==> src/rtl/gsr_pkg.sv <==
package gsr_pkg;

    localparam int unsigned GSR_UNIT_STAGES = 8;
    localparam int unsigned GSR_UNITS       = 2;

    typedef struct packed {
        logic data;
        logic gate;
    } gsr_pins_t;

    typedef struct packed {
        logic q;
        logic q_n;
    } gsr_tap_t;

    function automatic logic gsr_entry_bit(input gsr_pins_t p);
        return p.data & p.gate;
    endfunction

endpackage

==> src/rtl/gsr_gate.sv <==
module gsr_gate
    import gsr_pkg::*;
(
    input  gsr_pins_t pins,
    output logic      entry
);
    always_comb begin
        entry = gsr_entry_bit(pins);
    end
endmodule

==> src/rtl/gsr_chain.sv <==
module gsr_chain #(
    parameter int unsigned DEPTH = 8
) (
    input  logic clk,
    input  logic d,
    output logic head_q,
    output logic tail_q
);
    localparam int unsigned LAST = DEPTH - 1;

    logic [LAST:0] stage_q;

    for (genvar s = 0; s < DEPTH; s++) begin : g_stage
        if (s == 0) begin : g_head
            always_ff @(posedge clk) begin
                stage_q[s] <= d;
            end
        end else begin : g_body
            always_ff @(posedge clk) begin
                stage_q[s] <= stage_q[s-1];
            end
        end
    end

    assign head_q = stage_q[0];
    assign tail_q = stage_q[LAST];
endmodule

==> src/rtl/gsr_unit.sv <==
module gsr_unit
    import gsr_pkg::*;
#(
    parameter int unsigned STAGES = GSR_UNIT_STAGES
) (
    input  logic     clk,
    input  logic     data_in,
    input  logic     gate_in,
    output gsr_tap_t tap,
    output logic     head_q
);
    gsr_pins_t pins;
    logic      entry;
    logic      tail_q;

    always_comb begin
        pins.data = data_in;
        pins.gate = gate_in;
    end

    gsr_gate u_gate (
        .pins  (pins),
        .entry (entry)
    );

    gsr_chain #(.DEPTH(STAGES)) u_chain (
        .clk    (clk),
        .d      (entry),
        .head_q (head_q),
        .tail_q (tail_q)
    );

    always_comb begin
        tap.q   = tail_q;
        tap.q_n = ~tail_q;
    end
endmodule

==> src/rtl/gsr_cascade.sv <==
module gsr_cascade
    import gsr_pkg::*;
#(
    parameter int unsigned UNITS  = GSR_UNITS,
    parameter int unsigned STAGES = GSR_UNIT_STAGES
) (
    input  logic clk,
    input  logic din_a,
    input  logic din_b,
    output logic dout,
    output logic dout_n
);
    localparam int unsigned TOTAL = UNITS * STAGES;

    gsr_tap_t unit_tap  [UNITS];
    logic     unit_head [UNITS];
    logic     head_bit;

    for (genvar u = 0; u < UNITS; u++) begin : g_unit
        logic feed;
        if (u == 0) begin : g_first
            assign feed = din_a;
        end else begin : g_next
            assign feed = unit_tap[u-1].q;
        end

        gsr_unit #(.STAGES(STAGES)) u_unit (
            .clk     (clk),
            .data_in (feed),
            .gate_in (din_b),
            .tap     (unit_tap[u]),
            .head_q  (unit_head[u])
        );
    end

    assign head_bit = unit_head[0];
    assign dout     = unit_tap[UNITS-1].q;
    assign dout_n   = unit_tap[UNITS-1].q_n;
endmodule

==> config.mk <==
export PLATFORM = sky130hd
export DESIGN_NAME = gsr_cascade
export DESIGN_NICKNAME = d
export VERILOG_FILES = /design/src/rtl/gsr_pkg.sv /design/src/rtl/gsr_gate.sv /design/src/rtl/gsr_chain.sv /design/src/rtl/gsr_unit.sv /design/src/rtl/gsr_cascade.sv
export SDC_FILE = /design/constraint.sdc
export NUM_CORES = 1
export LEC_CHECK = 0
export ABC_AREA = 0
export CAP_MARGIN = 20
export CORE_AREA = 2 2 39 41
export CTS_BUF_LIST = sky130_fd_sc_hd__clkbuf_8
export DETAILED_ROUTE_END_ITERATION = 10
export DIE_AREA = 0 0 41 43
export DONT_BUFFER_PORTS = 1
export GPL_ROUTABILITY_DRIVEN = 0
export GPL_TIMING_DRIVEN = 0
export PLACE_DENSITY = 0.51
export SLEW_MARGIN = 20
export SYNTH_ARGS = -nofsm -noshare
export SYNTH_HDL_FRONTEND = slang
export SYNTH_HIERARCHICAL = 1
export SYNTH_SLANG_ARGS = --single-unit
==> constraint.sdc <==
create_clock -name clk -period 0.8 [get_ports clk]
set_input_delay 0.12 -clock clk [delete_from_list [all_inputs] [get_ports clk]]
set_output_delay 0.12 -clock clk [all_outputs]
set_load 0.02 [all_outputs]
Word-level counts from Yosys, hierarchy flattened
Index checks and enable logic that the tools add are counted.
{"block": "totals", "out_inout_bits": 2, "ff_bits": 16}
{"block": "classes", "n_bitwise": 3}
{"operator": "$and A1 B1 Y1", "n": 2}
{"operator": "$not A1 Y1", "n": 1}

Logic depth before layout (Yosys ltp)
{"block": "logic_depth", "word_depth": 1, "ltp_mapped": 2}

By module
Netlist, hierarchy kept.
{"module": "gsr_chain", "cells_each": 8, "area_per_inst_um2": 160.2, "instances": 2}
{"module": "gsr_unit", "cells_each": 2, "area_per_inst_um2": 11.3, "instances": 2}
{"module": "gsr_gate", "cells_each": 1, "area_per_inst_um2": 6.3, "instances": 2}

Worst setup path before layout
No wires, ideal clock.
{"block": "synth_path", "path_kind": "reg-to-reg", "startpoint": "register g_unit[0].u_unit.u_chain.stage_q[7]", "endpoint": "register g_unit[1].u_unit.u_chain.stage_q[0]", "path_slack_ns": 0.153, "period_less_slack_ns": 0.647, "t_required_ns": 0.685, "setup_time_ns": 0.115, "t_arrival_ns": 0.532, "stages_incl_launch_ff": 3, "n_path_buf": 1, "cell_sequence": "dfxtp_1 buf_4 and2_1"}
{"block": "synth_via", "elab_chain_len": 1}
{"element": "start: declaration", "line_no": "gsr_chain.sv:11", "source": "logic [LAST:0] stage_q;"}
{"element": "start signal: indexed assignment", "line_no": "gsr_chain.sv:20", "source": "stage_q[s] <= stage_q[s-1];"}
{"element": "$and A1 B1 Y1", "line_no": "gsr_pkg.sv:17", "source": "return p.data & p.gate;"}
{"element": "named net g_unit[1].u_unit.entry", "line_no": "gsr_unit.sv:13", "source": "logic entry;"}
{"element": "end signal: indexed assignment", "line_no": "gsr_chain.sv:16", "source": "stage_q[s] <= d;"}
{"element": "end: declaration", "line_no": "gsr_chain.sv:11"}
The timed path passes the listed nets, and every way through them passes these cells.

Worst setup path after layout
{"block": "layout_path", "startpoint": "register g_unit[1].u_unit.u_chain.stage_q[7]", "endpoint": "output port dout"}
{"element": "start signal: indexed assignment", "line_no": "gsr_chain.sv:20"}
{"element": "end: declaration", "line_no": "gsr_cascade.sv:10", "source": "output logic dout,"}
No word-level cell between the ends.

==> metrics.md <==
| Metric | Value |
|---|---|
| Detail Route Antenna Nets | `0` |
| CP Capture Type | `primary output` |
| Most frequent cells in the layout | `dfxtp_1 (15), clkbuf_8 (4), and2_1 (2), dlygate4sd3_1 (2)` |
| Worst-case hold slack | `0.322 ns` |
| WL/cell | `around 8.6 um` |
| Crit path arrival time | `approximately 0.69 ns` |
| Core Rows | `14` |
| Worst Tran Pin Value | `approximately 0.1 ns` |
| Crit-path cells | `buf_6` |
| RSZ-0062 raised after global routing | `true` |
| Detailed Route Iter0 Violations | `0` |
| Total Wirelength | `370 um` |
| Final worst path period need | `0.814 ns` |
| Slew HR | `just over 90%` |
| DRC viols | `0` |
| Area Overhead vs Synth | `28.5%` |
| Starting Density | `between 20% and 30%` |
| Worst path slowest cell | `dfxtp_2` |
| CTS tree | `built` |
| Final Net Count | `31` |
| Clock-pin transition on the worst setup and hold timing paths | `0.06 ns` |
| Die Span Y | `around 43 um` |
| Maximum vdd drop | `between 1 and 1.5 mV` |
| Synth Cell Area | `between 300 and 400 um^2` |
| Fmax | `1230 MHz` |
| Worst Path Max Fanout | `2` |
| Critical setup path kind | `flop to primary output` |
| YS warnings | `6` |
| Diodes inserted | `0` |
| First-pass GRT wire length | `a little over 600 um` |
| Core Box Area | `1380 um^2` |
| Critical Path RT | `0.68 ns` |
| Vias per inst | `roughly 3.3` |
| Die Area | `between 1500 and 2000 um^2` |
| WP buf/inv | `1` |
| I/O Buffers | `0` |
| Post-Syn Nets | `24` |
| Via count | `roughly 140` |
| H-tree levels | `1` |
| Final cycle utilization of the critical path | `102%` |
| Die Span X | `between 40 and 50 um` |
| Pre-Repair DR Iteration Count | `1` |
| Fill cells | `145` |
| Clk Latency, worst-skew pair | `between 0.2 and 0.25 ns` |
| Crit path largest cell delay | `0.34 ns` |
| Setup ws final | `-0.0140 ns` |
| Max-cap viol count | `0` |
| Layout cells sized above 1 | `between 20 and 30%` |
| # IOs | `5` |
| DP HPWL | `223 um` |
| Leakage | `approximately 0.19 nW` |
| Slew Viols, Final | `0` |
| Failing checks | `setup timing` |
| Mean Syn Cell Area | `16.7 um^2` |
| Grt total ovfl | `0` |
| Worst hold path type | `flop to flop` |
| Root buffer cell | `clkbuf_8` |
| Startpoint types | `flop` |
| Vias in the first global route | `between 150 and 200` |
| Status | `complete, but fails checks` |
| Mapped Cells | `21` |
| PD cells | `3430 nW/um^2` |
| Setup violators final | `1` |
| Tot Pwr | `1.55 mW` |
| Clk_skew | `0.00223 ns` |
| Number of buffers created by CTS | `3` |
| CTS sink count | `16` |
| Crit-path leading delay family | `flip-flops` |
| Maximum clock path buffer count | `2` |
| Largest net degree at the start of global routing | `10` |
| Commonest non-fill, non-tap cell in the layout | `dfxtp_1` |
| Hold Fails Final Rpt | `0` |
| Initial antenna violation count | `0` |
| GRT Total Usage | `around 6.8%` |
==> power breakdown <==
part           total, mW  internal (mW)  switching, mW  leakage [nW]
Combinational     0.0245         0.0156        0.00892        0.0266
Clock              0.681          0.436          0.245        0.0288
Sequential         0.845          0.835        0.00983         0.133
Total               1.55           1.29          0.264         0.188
==> stage by stage <==
step	instance area (um^2)	worst slack, ns	cells	utilization, %	TNS [ns]
finish	452	-0.0140	43	32.6	-0.0140
global route	452	-0.0551	43	32.6	-0.0800
CTS	452	-0.0262	43	32.6	-0.0262
detailed placement	372	0.150	37	26.9	0
global placement	372	0.146	37	26.9	0
floorplan	352	0.168	21	-	0
==> worst register-to-register path, delay by kind of cell, from the launching register on <==
family,cells,cell delay (ns)
flops,1,0.31
buf+inv,1,0.12
simple gates,1,0.14
==> layout make-up <==
type,instances,area (um^2),share of cell area [%]
sequential,16,322,71.2
clock buffer,4,55.1,12.2
timing repair buffer,2,20.0,4.43
tap,16,20.0,4.43
buffer,2,18.8,4.16
multi-input combinational,2,12.5,2.77
inverter,1,3.75,0.831
==> flip-flops by register name, summed over array words and instances (netlist names) <==
name / cells
g_unit.u_unit/u_chain/stage_q: 12
g_unit.u_unit/u_chain/head_q: 2
g_unit.u_unit/u_chain/tail_q: 2
==> final timing paths <==
check                                                    startpoint                             endpoint  slack (ns)  depth (start not counted)
worst max-delay path                g_unit[1].u_unit/u_chain/tail_q                                 dout       -0.01                          1
worst min-delay path            g_unit[1].u_unit/u_chain/stage_q[2]  g_unit[1].u_unit/u_chain/stage_q[3]        0.32                          0
worst max register to register      g_unit[0].u_unit/u_chain/tail_q      g_unit[1].u_unit/u_chain/head_q        0.13                          2
worst min register to register  g_unit[1].u_unit/u_chain/stage_q[2]  g_unit[1].u_unit/u_chain/stage_q[3]        0.32                          0
==> what timing repair did <==
item / CTS / global route
cloned: 0 / 0
setup buffers: 0 / 0
hold buffers: 2 / 0
resized for setup: 3 / 0
endpoints found under the hold margin: 2 / 0
pin swaps: 0 / 0
endpoints found under the setup margin: 2 / 2
==> routing by layer <==
metal | global-route usage (%) | part of all wire [%]
met5 | 0 | 0
met4 | 6.00 | 2.2
met1 | 5.65 | 46
met2 | 7.19 | 40
met3 | 9.42 | 12
Power figures use the tool's default switching activity.
